<file path="config.mk">
export PLATFORM = sky130hd
export DESIGN_NAME = msi_irq_requester
export DESIGN_NICKNAME = d
export VERILOG_FILES = /design/src/rtl/irq_req_pkg.sv /design/src/rtl/irq_req_datapath.sv /design/src/rtl/irq_req_ctrl.sv /design/src/rtl/msi_irq_requester.sv
export SDC_FILE = /design/constraint.sdc
export NUM_CORES = 1
export LEC_CHECK = 0
export BUFFER_PORTS_ARGS = -buffer_cell sky130_fd_sc_hd__buf_2
export CAP_MARGIN = 40
export CORE_MARGIN = 2
export CORE_UTILIZATION = 30
export CTS_CLUSTER_DIAMETER = 30
export CTS_CLUSTER_SIZE = 25
export DETAILED_ROUTE_END_ITERATION = 6
export PLACE_DENSITY = 0.58
export REMOVE_ABC_BUFFERS = 1
export SYNTH_ARGS = -nofsm -noshare
export SYNTH_HDL_FRONTEND = slang
export SYNTH_HIERARCHICAL = 1
export SYNTH_SLANG_ARGS = --single-unit
</file>
<file path="constraint.sdc">
create_clock -name clk -period 6 [get_ports clk]
set_clock_uncertainty 0.2 [all_clocks]
set_input_delay 0.9 -clock clk [delete_from_list [all_inputs] [get_ports clk]]
set_output_delay 0.9 -clock clk [all_outputs]
set_load 0.02 [all_outputs]
</file>
<file path="src/rtl/irq_req_pkg.sv">
package irq_req_pkg;
  typedef enum logic [2:0] {
    ST_IDLE,
    ST_MSI_WAIT,
    ST_LEG_UP,
    ST_LEG_HOLD,
    ST_LEG_DOWN
  } irqState_t;

  typedef struct packed {
    logic issueMsi;   // launch request for lowest pending vector
    logic clrAll;     // consume every pending event (legacy)
  } dpCtl_t;
endpackage

</file>
<file path="src/rtl/irq_req_datapath.sv">
module irq_req_datapath
  import irq_req_pkg::*;
#(
  parameter int NUM_VEC = 32,
  parameter int TC_W    = 3,
  parameter int MME_W   = 3,
  localparam int VEC_W  = $clog2(NUM_VEC)
) (
  input  logic               clk,
  input  logic               rstN,
  input  logic [NUM_VEC-1:0] evtIn,
  input  dpCtl_t             ctl,
  input  logic [TC_W-1:0]    cfgTc,
  input  logic [MME_W-1:0]   cfgMme,
  output logic               anyPend,
  output logic [VEC_W-1:0]   msiNum,
  output logic [TC_W-1:0]    msiTc
);
  logic [NUM_VEC-1:0] pend;
  logic [NUM_VEC-1:0] lowOh;
  logic [NUM_VEC-1:0] clrMask;
  logic [VEC_W-1:0]   lowIdx;
  logic [MME_W-1:0]   mmeClamp;
  logic [VEC_W:0]     maskWide;
  logic [VEC_W-1:0]   vecMask;

  assign anyPend = |pend;
  assign lowOh   = pend & (~pend + NUM_VEC'(1));

  always_comb begin
    lowIdx = '0;
    for (int i = NUM_VEC - 1; i >= 0; i--) begin
      if (pend[i]) lowIdx = VEC_W'(i);
    end
  end

  assign mmeClamp = (int'(cfgMme) > VEC_W) ? MME_W'(VEC_W) : cfgMme;
  assign maskWide = (VEC_W + 1)'(1) << mmeClamp;
  assign vecMask  = VEC_W'(maskWide - (VEC_W + 1)'(1));

  always_comb begin
    clrMask = '0;
    if (ctl.clrAll)        clrMask = '1;
    else if (ctl.issueMsi) clrMask = lowOh;
  end

  always_ff @(posedge clk) begin
    if (!rstN) begin
      pend   <= '0;
      msiNum <= '0;
      msiTc  <= '0;
    end else begin
      pend <= (pend & ~clrMask) | evtIn;
      if (ctl.issueMsi) begin
        msiNum <= lowIdx & vecMask;
        msiTc  <= cfgTc;
      end
    end
  end

  AST_NUM_IN_RANGE: assert property (@(posedge clk) disable iff (!rstN)
    ctl.issueMsi |=> ((msiNum & ~$past(vecMask)) == '0));

  AST_ISSUE_NEEDS_PEND: assert property (@(posedge clk) disable iff (!rstN)
    ctl.issueMsi |-> $onehot(lowOh));
endmodule

</file>
<file path="src/rtl/irq_req_ctrl.sv">
module irq_req_ctrl
  import irq_req_pkg::*;
(
  input  logic   clk,
  input  logic   rstN,
  input  logic   msiEn,
  input  logic   anyPend,
  input  logic   msiAck,
  input  logic   intAck,
  output dpCtl_t ctl,
  output logic   msiReq,
  output logic   intSts
);
  irqState_t state, stateNxt;

  always_comb begin
    stateNxt     = state;
    ctl.issueMsi = 1'b0;
    ctl.clrAll   = 1'b0;
    unique case (state)
      ST_IDLE: begin
        if (anyPend) begin
          if (msiEn) begin
            stateNxt     = ST_MSI_WAIT;
            ctl.issueMsi = 1'b1;
          end else begin
            stateNxt = ST_LEG_UP;
          end
        end
      end
      ST_MSI_WAIT: if (msiAck) stateNxt = ST_IDLE;
      ST_LEG_UP: begin
        if (intAck) begin
          stateNxt   = ST_LEG_HOLD;
          ctl.clrAll = 1'b1;
        end
      end
      ST_LEG_HOLD: begin
        if (anyPend) ctl.clrAll = 1'b1;
        else         stateNxt   = ST_LEG_DOWN;
      end
      ST_LEG_DOWN: if (intAck) stateNxt = ST_IDLE;
      default: stateNxt = ST_IDLE;
    endcase
  end

  always_ff @(posedge clk) begin
    if (!rstN) state <= ST_IDLE;
    else       state <= stateNxt;
  end

  assign msiReq = (state == ST_MSI_WAIT);
  assign intSts = (state == ST_LEG_UP) || (state == ST_LEG_HOLD);

  AST_REQ_STICKY: assert property (@(posedge clk) disable iff (!rstN)
    msiReq && !msiAck |=> msiReq);

  AST_REQ_DROP: assert property (@(posedge clk) disable iff (!rstN)
    msiReq && msiAck |=> !msiReq);

  AST_ONE_MODE: assert property (@(posedge clk) disable iff (!rstN)
    !(msiReq && intSts));

  AST_LEG_UP_WAIT: assert property (@(posedge clk) disable iff (!rstN)
    (state == ST_LEG_UP) && !intAck |=> intSts);

  AST_LEG_DOWN_WAIT: assert property (@(posedge clk) disable iff (!rstN)
    (state == ST_LEG_DOWN) && !intAck |=> !intSts);
endmodule

</file>
<file path="src/rtl/msi_irq_requester.sv">
module msi_irq_requester
  import irq_req_pkg::*;
#(
  parameter int NUM_VEC = 32,
  parameter int TC_W    = 3,
  parameter int MME_W   = 3,
  localparam int VEC_W  = $clog2(NUM_VEC)
) (
  input  logic               clk,
  input  logic               rstN,
  input  logic [NUM_VEC-1:0] evtIn,
  input  logic               msiEn,
  input  logic [MME_W-1:0]   cfgMme,
  input  logic [TC_W-1:0]    cfgTc,
  output logic               msiReq,
  output logic [TC_W-1:0]    msiTc,
  output logic [VEC_W-1:0]   msiNum,
  input  logic               msiAck,
  output logic               intSts,
  input  logic               intAck
);
  dpCtl_t ctl;
  logic   anyPend;

  irq_req_ctrl u_ctrl (
    .clk     (clk),
    .rstN    (rstN),
    .msiEn   (msiEn),
    .anyPend (anyPend),
    .msiAck  (msiAck),
    .intAck  (intAck),
    .ctl     (ctl),
    .msiReq  (msiReq),
    .intSts  (intSts)
  );

  irq_req_datapath #(
    .NUM_VEC (NUM_VEC),
    .TC_W    (TC_W),
    .MME_W   (MME_W)
  ) u_dp (
    .clk     (clk),
    .rstN    (rstN),
    .evtIn   (evtIn),
    .ctl     (ctl),
    .cfgTc   (cfgTc),
    .cfgMme  (cfgMme),
    .anyPend (anyPend),
    .msiNum  (msiNum),
    .msiTc   (msiTc)
  );

  AST_FIELDS_STABLE: assert property (@(posedge clk) disable iff (!rstN)
    msiReq && !msiAck |=> $stable(msiNum) && $stable(msiTc));
endmodule

</file>
### Word-level counts from Yosys, hierarchy flattened

Cells that the tools add are included.

* reduce and logical (&&, ||, !) cells: 4
* order comparisons: 1
* $add $sub $neg: 2
* mux-type cells: 48
* bitwise logic cells: 6
* shifts and indexed selects: 1
* equal/unequal tests: 9

Operators with widths (number)
* $mux 5: 32
* $and 32x32->32: 2
* $mux 32: 2
* $not 32->32: 2
* $add 32x1->32 const B: 1
* $or 32x32->32: 1
* $reduce_or 32->1: 1
* $mux 3: 6
* $pmux 3 s5: 1
* $ne 2x2->1 const B: 4
* $eq 3x2->1 const B: 2
* $and 5x5->5: 1
* $mux 1: 5
* $reduce_and 5->1: 1
* $shl 1x3->5 const A: 1
* $sub 5x1->5 const B: 1
* $eq 3x1->1 const B: 1
* $eq 3x3->1 const B: 1
* $gt 3x3->1 const B: 1
* $logic_not 3->1: 1
* $mux 2: 1
* $ne 2x1->1 const B: 1
* $pmux 1 s2: 1
* $logic_or 1x1->1: 1

* input port bits: 43
* word-level logic and storage cells: 75
* flip-flop bits (word level): 43
* output and inout bits: 10

### Longest topological paths before layout

Gate-level depths: netlist of the first run.

* word-level depth: 33
* gate-level depth with buffers: 13
* gate-level depth less buffers: 11

### By module

Netlist of the first run, hierarchy kept.

Modules (own cells, without submodules)
* irq_req_datapath: instances 1, sequential area each 800.8 µm², cells an instance 252, area each 2132.0 µm²
* irq_req_ctrl: instances 1, sequential area each 60.1 µm², cells an instance 28, area each 235.2 µm²

### Worst setup path after synthesis of the first run

No wires, ideal clock.

* path kind: reg2reg
* start point: reg u_dp.pend[8]
* end point: reg u_dp.pend[30]
* buffers on the path: 2
* arrival time: 2.256 ns
* setup slack: 3.429 ns
* cell stages (with the launch flop): 14
* path through: dfxtp_1 clkbuf_1 nor4_4 nand2_2 nor2_1 nand3_1 nand2_1 nor4_1 buf_2 nor2b_1 nand2_1 nor4_4 a311oi_1 o21a_1

RTL lines
* from (decl): RTL line irq_req_datapath.sv:19 `logic [NUM_VEC-1:0] pend;`
* from (signal assigned): RTL line irq_req_datapath.sv:53 `pend <= (pend & ~clrMask) | evtIn;`

==> results of run 1 <==
-- synthesized netlist by cell type, types with 2 or more instances --
library cell and number:
a22o_1 2, nor4b_2 2, nor4_2 3, nor3_1 11
dfxtp_1 43, or2_2 2, o21ai_1 5, o211a_1 2
o311a_1 4, o2111ai_1 4, a311oi_1 2, a21oi_1 16
mux2i_1 6, o31ai_1 3, nor3b_1 7, a31oi_1 6
or4_1 5, nand2_1 21, or3_1 6, nand2b_1 4
inv_1 10, nor2b_1 16, buf_6 2, nor4_4 2
nand2_2 2, a221oi_1 2, o21ai_0 9, clkbuf_1 10
nor2_1 19, o21a_1 14, nor4_1 9, nand3_1 9
-- tightest hold or removal path, delay by kind of cell (launching register included) --
family | cells | cell delay (ps)
flops | 1 | 320
simple gates | 1 | 50
compound gates | 1 | 50
-- logic make-up after synthesis --
| family | after synthesis | synth area share (%) |
|---|---|---|
| compound gates | 76 | 21.9 |
| xor+xnor | 1 | 0.370 |
| fa+ha+maj | 1 | 0.528 |
| buf+inv | 25 | 4.81 |
| flops | 43 | 36.4 |
| mux | 6 | 2.54 |
| simple gates | 128 | 33.5 |
-- power by group through the flow --
stage	logic, mW	clock network, mW	registers (mW)
global placement	0.146	0	0.352
CTS	0.149	0.244	0.346
finish	0.149	0.236	0.346
global route	0.165	0.257	0.352
floorplan	0.0946	0	0.346
detailed placement	0.149	0	0.352
-- layout make-up --
| class | instances | area (um2) |
|---|---|---|
| clock buffer | 6 | 82.6 |
| clock inverter | 2 | 35.0 |
| fill | 838 | 4850 |
| inverter | 10 | 37.5 |
| multi-input combinational | 212 | 1400 |
| sequential | 43 | 861 |
| tap | 102 | 128 |
| timing repair buffer | 54 | 295 |
-- registers in the layout (all words and copies together), names as in the netlist --
signal and flops:
u_dp/msiTc 3, u_ctrl/state 3, u_dp/msiNum 5, u_dp/pend 32
-- how the worst max path moves through the flow --
stage          cells after the start  slack (ps)     startpoint       endpoint
2_1_floorplan                      7        2900          msiEn  u_dp/pend[25]
3_3_place_gp                       6        2830         intAck   u_dp/pend[6]
3_5_place_dp                       6        2780         intAck   u_dp/pend[6]
4_1_cts                            9        2800  u_dp/pend[16]   u_dp/pend[6]
5_1_grt                            8        2490  u_dp/pend[21]   u_dp/pend[6]
6_report                           9        2780  u_dp/pend[16]  u_dp/pend[31]
-- stage by stage --
stage	worst slack, ps	hold WS, ps	total power [mW]
3_5_place_dp	2780	242	0.501
5_1_grt	2490	289	0.774
6_report	2780	258	0.731
4_1_cts	2800	254	0.738
2_1_floorplan	2900	269	0.441
3_3_place_gp	2830	237	0.497
-- metal layers --
metal / up-vias / routed length (um) / track usage [%]
li1: 1133 / - / -
met1: 1052 / 2960 / 19.8
met2: 44 / 2990 / 24.3
met3: 4 / 273 / 3.34
met4: 0 / 42 / 3.55
met5: - / 0 / 0
==> impl_metrics.py, run 1 <==
metrics = {
    "global_routing": {
        "antenna_found_initial": 0,
        "grt_pass1_vias": 2175,
        "grt-ovfl-total": 0,
        "grt_usage_pct": 14.8,
        "grt_max_degree": 30,
        "grt_pass1_wl_mm": 10.4,
    },
    "die": {
        "fp.dieH_um": 92.8,
        "ios": 53,
        "initial_core_util_pct": 30.8,
        "core_mm2": 0.00769,
        "die_w_um": 92.8,
        "fp.dieArea_mm2": 0.00862,
        "core.rowCount": 32,
    },
    "cts": {
        "post-cts-setup-buffers": 0,
        "clk_pin_slew_worst_paths_ps": 80,
        "cts.sinks": 43,
        "tritoncts": "built",
        "cts_buffer_depth": 2,
        "cts.repair.resized": 0,
        "clk_latency_ps": 300,
        "numCtsBuffers": 5,
        "cts-root-buf": "clkbuf_8",
        "hold_buffers": 0,
        "htree_num_levels": 2,
    },
    "outcome": {
        "status": "finished clean",
    },
    "power": {
        "p_leak_nw": 1.13,
        "sw_frac_of_total_pct": 30.0,
        "switchingPower_mw": 0.220,
        "combPwrFrac_pct": 20.4,
        "peakVddDrop_uv": 86.4,
        "power_density_mw_per_mm2": 257,
        "intPower_mw": 0.511,
        "p_seq_share_pct": 47.4,
        "p_clk_share_pct": 32.3,
    },
    "critical_path": {
        "path_max_fanout": 22,
        "cp_top_family": "simple AND/OR/NAND/NOR gates",
        "start_kind": "register",
        "cp.required_ps": 6020,
        "cp_cell_sequence": "nor4_1 -> nand2_2 -> nor2_1 -> nand3_1 -> mux2i_1 -> nor2b_1 -> inv_1 -> a21oi_1 -> nor3b_1",
        "slowest_delay_ps": 620,
        "critical_path_class": "reg -> reg",
        "endpoint_kind": "register",
        "critPathSlowestCell": "inv_1",
        "r2r_start": "u_dp/pend[16]",
        "r2r_slack_ps": 2780,
        "critPathBufInv": 1,
        "crit_arrival_ps": 3240,
        "regToRegEndpoint": "u_dp/pend[31]",
        "r2r_cells": 9,
    },
    "sta": {
        "rsz0062_at_grt": "no",
        "fin_crit_sh_pct": 53.7,
        "fin_crit_ps": 3220,
        "setup_violations": 0,
        "fmaxAchievable_mhz": 310,
        "slew_violations": 0,
        "relSlewSlack_pct": 39.4,
        "setup_tns_ps": 0,
        "hold_violations": 0,
        "tightestPinTransition_ps": 906,
    },
    "cells_and_area": {
        "drive_gt1_share_pct": 24.5,
        "final_common_cell": "buf_2",
        "final_cell_mix": "buf_2, dfxtp_1, nand2_1",
        "area_delta_synth_final_pct": 19.9,
        "fin_area_mm2": 0.00284,
        "fin_nets": 370,
        "final_util_pct": 36.9,
        "finalNonFillerCells": 429,
        "num_antenna_cells": 0,
    },
    "route": {
        "vias_per_cell": 5.21,
        "drt_wl_total_mm": 6.27,
        "drt_iter0_drc": 95,
        "drc": 0,
        "wire_per_inst_um": 14.6,
        "vias": 2233,
        "drt_first_pass_iters": 4,
        "ant_nets": 0,
    },
    "logic_synthesis": {
        "ys_async_sr_fraction_pct": 0,
        "synth-edff-count": 0,
        "syn-mean-instance-area_um2": 8.45,
        "synthTopCellsByArea": "dfxtp_1, o21a_1, nor2b_1",
        "synth.distinct_cells": 54,
        "synthCells": 280,
        "yosysSeqAreaShare_pct": 36.4,
        "yosys_warnings": 6,
        "synth_flop_cell": "dfxtp_1",
        "yosys_register_bits": 43,
        "yosysTopAreaCell": "dfxtp_1",
        "synth_area_mm2": 0.00237,
        "synth_top_area_share_pct": 36.4,
    },
    "placed_design": {
        "dpl-instance-area_mm2": 0.00272,
        "portBuffers": 52,
        "gp_congestion": 0.842,
        "dpl.hpwl_mm": 4.63,
        "dp_cells": 421,
    },
    "hold_path": {
        "holdPathStages": 2,
        "hp-class": "reg -> reg",
        "min_to": "u_dp/msiNum[4]",
        "hp-start": "u_dp/msiNum[4]",
    },
    "flow_run": {
        "drv_cap": 0,
    },
}
Note: power is estimated with default switching activity, not from simulation.
==> run 2: changes to the inputs <==
ABC_AREA = 1   (was default)
clock period = 3.35 ns   (was 6 ns; I/O delays follow)
==> impl_metrics.py, run 2 <==
metrics = {
    "logic_synthesis": {
        "ys_async_sr_fraction_pct": 0,
        "yosys_register_bits": 43,
        "synthCells": 360,
        "synth.most_common_cell": "nor2_1",
        "synthTopCellsByArea": "dfxtp_1, nor2_1, nand2_1",
        "syn-mean-instance-area_um2": 6.51,
        "synth.distinct_cells": 35,
        "synth_area_mm2": 0.00234,
        "yosysTopAreaCell": "dfxtp_1",
        "synth_common_cells": "nor2_1, nand2_1, inv_1, dfxtp_1, a21oi_1",
        "yosys_warnings": 6,
        "yosysSeqAreaShare_pct": 36.8,
        "synth_top_area_share_pct": 36.8,
        "synth_flop_cell": "dfxtp_1",
        "synth-edff-count": 0,
    },
    "power": {
        "p_seq_share_pct": 41.0,
        "intPower_mw": 0.956,
        "sw_frac_of_total_pct": 40.5,
        "combPwrFrac_pct": 37.8,
        "peakVddDrop_uv": 221,
        "p_clk_share_pct": 21.2,
        "p_leak_nw": 1.38,
        "switchingPower_mw": 0.651,
        "power_density_mw_per_mm2": 566,
    },
    "cts": {
        "cts-root-buf": "clkbuf_8",
        "htree_num_levels": 2,
        "cts_buffer_depth": 2,
        "clk_latency_ps": 310,
        "clk_pin_slew_worst_paths_ps": 90,
        "cts.sinks": 43,
        "numCtsBuffers": 5,
        "tritoncts": "built",
    },
    "sta": {
        "fmaxAchievable_mhz": 325,
        "setup_tns_ps": 0,
        "setup_violations": 0,
        "hold_violations": 0,
        "relSlewSlack_pct": 64.2,
        "slew_violations": 0,
        "fin_crit_sh_pct": 91.7,
        "fin_crit_ps": 3070,
        "tightestPinTransition_ps": 537,
    },
    "route": {
        "vias": 2356,
        "drt_first_pass_iters": 4,
        "drt_wl_total_mm": 6.19,
        "drt_iter0_drc": 125,
        "ant_nets": 0,
        "vias_per_cell": 4.54,
        "drc": 0,
        "wire_per_inst_um": 11.9,
    },
    "cells_and_area": {
        "drive_gt1_share_pct": 22.8,
        "final_util_pct": 37.1,
        "top_register": "u_dp/pend",
        "area_delta_synth_final_pct": 21.3,
        "finalNonFillerCells": 519,
        "final_cell_mix": "nor2_1, nand2_1, buf_2",
        "fin_nets": 460,
        "largest_reg_flops": 32,
        "num_antenna_cells": 0,
        "reg_top3": "u_dp/pend x32, u_dp/msiNum x5",
        "final_common_cell": "nor2_1",
    },
    "placed_design": {
        "gp_congestion": 0.837,
        "dpl.hpwl_mm": 4.92,
        "portBuffers": 52,
        "dp_cells": 511,
    },
    "critical_path": {
        "crit_arrival_ps": 3070,
        "slowest_delay_ps": 380,
        "crit_top_cell": "nor2_1",
        "critical_path_class": "reg -> reg",
        "critPathSlowestCell": "dfxtp_1",
        "cp_cell_sequence": "nor2_1 -> nand2_1 -> nor2_1 -> nand3_1 -> nor2_1 -> nand2_1 -> inv_1 -> nor2_1 -> nand2_1 -> nor2_1 -> inv_2 -> nor2_1 -> inv_2 -> nor2_2 -> inv_2 -> nor2_1 -> nand4_1 -> inv_2 -> nand4_2 -> nor2_2 -> a311oi_1 -> o21a_1",
        "critPathBufInv": 5,
        "path_max_fanout": 4,
        "start_kind": "register",
        "endpoint_kind": "register",
        "cp.required_ps": 3350,
        "cp_top_family": "simple AND/OR/NAND/NOR gates",
    },
    "outcome": {
        "status": "finished clean",
    },
    "global_routing": {
        "antenna_found_initial": 0,
        "grt_usage_pct": 15.4,
        "grt_pass1_wl_mm": 10.5,
        "grt_max_degree": 17,
        "grt-ovfl-total": 0,
        "grt_pass1_vias": 2270,
    },
    "die": {
        "die_w_um": 92.4,
        "ios": 53,
        "core.rowCount": 32,
        "initial_core_util_pct": 30.6,
        "fp.dieH_um": 92.4,
        "core_mm2": 0.00765,
        "fp.dieArea_mm2": 0.00853,
    },
    "flow_run": {
        "drv_cap": 0,
    },
    "hold_path": {
        "hp-class": "in -> reg",
    },
}
-- run 2: cell count changes after synthesis, moves of 7 or more --
cell and delta:
nor2_1 +52, nor2b_1 -16, a31oi_1 +7, inv_2 +13, inv_1 +39, nor4_1 -9, nand2_1 +49
-- run 2: through the flow --
step / power, mW / worst slack [ps] / hold WS, ps / cell area [um2]
after detailed placement: 1.28 / 264 / 256 / 2740
after global routing: 1.75 / -4.88 / 199 / 2840
after CTS: 1.62 / 234 / 204 / 2830
after global placement: 1.27 / 295 / 253 / 2730
final: 1.61 / 277 / 206 / 2840
after floorplan: 1.08 / 473 / 282 / 2310
-- run 2: final timing paths --
path,start,to,depth (start not counted),slack (ps)
max,u_dp/pend[15],u_dp/pend[25],22,280
min,evtIn[20],u_dp/pend[20],3,210
max reg2reg,u_dp/pend[15],u_dp/pend[25],22,280
min reg2reg,u_dp/msiNum[4],u_dp/msiNum[4],2,260
-- run 2: logic make-up after synthesis --
| kind of cell | Yosys count | share of synthesized area (%) |
|---|---|---|
| fa+ha+maj | 1 | 0.534 |
| flops | 43 | 36.8 |
| xor+xnor | 1 | 0.374 |
| compound gates | 61 | 16.6 |
| simple gates | 181 | 33.2 |
| buf+inv | 73 | 12.6 |
-- run 2: area by class of cell --
cell class	instances	area, um2
Fill cell	861	4810
Multi-Input combinational cell	244	1190
Sequential cell	43	865
Timing Repair Buffer	57	305
Inverter	65	259
Tap cell	102	128
Clock buffer	5	68.8
Clock inverter	3	20.0
-- run 2: repair_timing --
| action | in CTS | in global routing |
|---|---|---|
| setup buffers | 0 | 0 |
| hold buffers | 0 | 0 |
| endpoints found under the setup margin | 0 | 2 |
| hold endpoints to repair | 0 | 0 |
| gates resized for setup | 0 | 4 |
-- run 2: worst min-delay path, delay by kind of cell --
kind	cells	cell delay [ps]
buffers and inverters	1	80
AND/OR/NAND/NOR	1	60
AO/OA/AOI/OAI	1	30
-- run 2: per-layer routing --
metal / GRT usage (%) / routed length (um) / up-vias
met4: 4.10 / 69 / 0
met3: 3.17 / 343 / 7
met5: 0 / 0 / -
met2: 25.6 / 2790 / 58
li1: - / - / 1262
met1: 20.2 / 3000 / 1029
-- run 2: power by group through the flow --
stage	Sequential (mW)	Combinational (mW)	Clock (mW)
detailed placement	0.669	0.608	0
global route	0.672	0.703	0.374
global placement	0.667	0.605	0
CTS	0.658	0.610	0.349
finish	0.659	0.608	0.340
floorplan	0.677	0.407	0
==> run 3: changes to the inputs <==
clock period = 3.9 ns   (was 3.35 ns; I/O delays follow)
==> impl_metrics.py, run 3 (synthesized netlist as in run 2, its figures left out) <==
metrics = {
    "outcome": {
        "status": "finished clean",
    },
    "route": {
        "vias": 2366,
        "drt_iter0_drc": 100,
        "vias_per_cell": 4.59,
        "wire_per_inst_um": 12.0,
        "ant_nets": 0,
        "drc": 0,
        "drt_wl_total_mm": 6.17,
        "drt_first_pass_iters": 4,
    },
    "critical_path": {
        "crit_arrival_ps": 3060,
        "crit_top_cell": "nor2_1",
        "critPathSlowestCell": "dfxtp_1",
        "endpoint_kind": "register",
        "path_max_fanout": 5,
        "cp.required_ps": 3850,
        "r2r_cells": 21,
        "r2r_slack_ps": 790,
        "slowest_delay_ps": 400,
        "start_kind": "register",
        "cp_cell_sequence": "inv_1 -> nand4_1 -> nor2_1 -> nand3_1 -> nor2_1 -> nand2_1 -> inv_1 -> nor2_1 -> nand2_1 -> nor2_1 -> inv_2 -> nor2_1 -> inv_2 -> nor2_2 -> inv_2 -> nor2_1 -> nand4_1 -> inv_2 -> nand4_2 -> o311ai_1 -> a21oi_1",
        "critical_path_class": "reg -> reg",
    },
    "placed_design": {
        "dpl.hpwl_mm": 4.77,
        "preCtsSetupSlack_ps": 829,
        "gp_congestion": 0.823,
        "portBuffers": 52,
    },
    "cts": {
        "cts-root-buf": "clkbuf_8",
        "htree_num_levels": 2,
        "hold_buffers": 0,
        "cts_buffer_depth": 2,
        "tritoncts": "built",
        "clk_pin_slew_worst_paths_ps": 80,
        "cts.repair.resized": 0,
        "post-cts-setup-buffers": 0,
        "numCtsBuffers": 5,
        "cts.sinks": 43,
        "clk_latency_ps": 290,
    },
    "global_routing": {
        "grt_usage_pct": 15.1,
        "antenna_found_initial": 0,
        "grt_max_degree": 22,
        "grt-ovfl-total": 0,
        "grt_pass1_wl_mm": 10.3,
        "grt_pass1_vias": 2239,
    },
    "cells_and_area": {
        "fin_nets": 458,
        "top_register": "u_dp/pend",
        "final_common_cell": "nor2_1",
        "num_antenna_cells": 0,
        "multiInputGateArea_mm2": 0.00119,
        "drive_gt1_share_pct": 20.8,
        "fillers": 865,
        "largest_reg_flops": 32,
        "regArea_um2": 861,
        "area_delta_synth_final_pct": 19.4,
        "reg_top3": "u_dp/pend x32, u_dp/msiNum x5",
        "final_cell_mix": "nor2_1, nand2_1, buf_2",
    },
    "die": {
        "fp.dieArea_mm2": 0.00853,
        "core.rowCount": 32,
        "die_w_um": 92.4,
        "ios": 53,
        "fp.dieH_um": 92.4,
        "initial_core_util_pct": 30.6,
        "core_mm2": 0.00765,
    },
    "sta": {
        "setup_slack_ps": 794,
        "rsz0062_at_grt": "no",
        "slew_violations": 0,
        "fmaxAchievable_mhz": 322,
        "fin_crit_ps": 3110,
        "tightestPinTransition_ps": 750,
        "relSlewSlack_pct": 49.9,
        "hold_violations": 0,
        "setup_violations": 0,
        "fin_crit_sh_pct": 79.6,
        "setup_tns_ps": 0,
    },
    "power": {
        "peakVddDrop_uv": 166,
        "p_leak_nw": 1.37,
        "power_density_mw_per_mm2": 482,
    },
    "hold_path": {
        "holdPathStages": 2,
        "hp-class": "reg -> reg",
    },
    "flow_run": {
        "drv_cap": 0,
    },
}
run 3: cell count changes in the layout (fill, tap and decap cells not counted):
cell / before / now
buf_4: 4 / 2
clkbuf_1: 0 / 1
clkinv_2: 2 / 1
clkinvlp_4: 2 / 0
dfxtp_1: 40 / 43
dfxtp_2: 3 / 0
o311ai_1: 2 / 3
o311ai_2: 1 / 0
run 3: layout make-up:
type,instances,area share [%]
Multi-Input combinational cell,244,42.4
Sequential cell,43,30.8
Timing Repair Buffer,55,10.4
Inverter,65,9.26
Tap cell,102,4.56
Clock buffer,6,2.59
run 3: per-layer routing:
metal  vias to the layer above  track usage [%]  routed length, um
met1                      1034             19.7               2940
met2                        69             25.1               2740
met4                         0             4.23                 88
met5                         -                0                  0
met3                         6             3.17                396
li1                       1257                -                  -
run 3: critical path: cells and delay by family (launching register included):
family,cells,cell delay [ps]
AND/OR/NAND/NOR,13,1510
flip-flops,1,400
AO/OA/AOI/OAI,2,440
buffers and inverters,6,420
run 3: through the flow:
| stage | util (%) | total power [mW] | area [um2] | hold WS (ps) | instances |
|---|---|---|---|---|---|
| 6_report | 36.6 | 1.35 | 2800 | 262 | 515 |
| 5_1_grt | 36.6 | 1.46 | 2800 | 302 | 515 |
| 4_1_cts | 36.6 | 1.36 | 2800 | 265 | 515 |
| 3_5_place_dp | 35.6 | 1.09 | 2730 | 253 | 509 |
| 3_3_place_gp | 35.4 | 1.09 | 2710 | 254 | 508 |
| 2_1_floorplan | - | 0.931 | 2310 | 282 | 352 |
run 3: final timing paths:
path / endpoint / startpoint
max: u_dp/pend[27] / u_dp/pend[4]
min: u_dp/msiNum[2] / u_dp/msiNum[2]
max reg2reg: u_dp/pend[27] / u_dp/pend[4]
min reg2reg: u_dp/msiNum[2] / u_dp/msiNum[2]
run 3: where the power goes:
| group | leakage (nW) | total, mW | switching [mW] | internal, mW |
|---|---|---|---|---|
| combinational | 0.973 | 0.520 | 0.337 | 0.183 |
| sequential | 0.358 | 0.565 | 0.0580 | 0.507 |
| clock | 0.0371 | 0.264 | 0.144 | 0.120 |
| total | 1.37 | 1.35 | 0.540 | 0.809 |
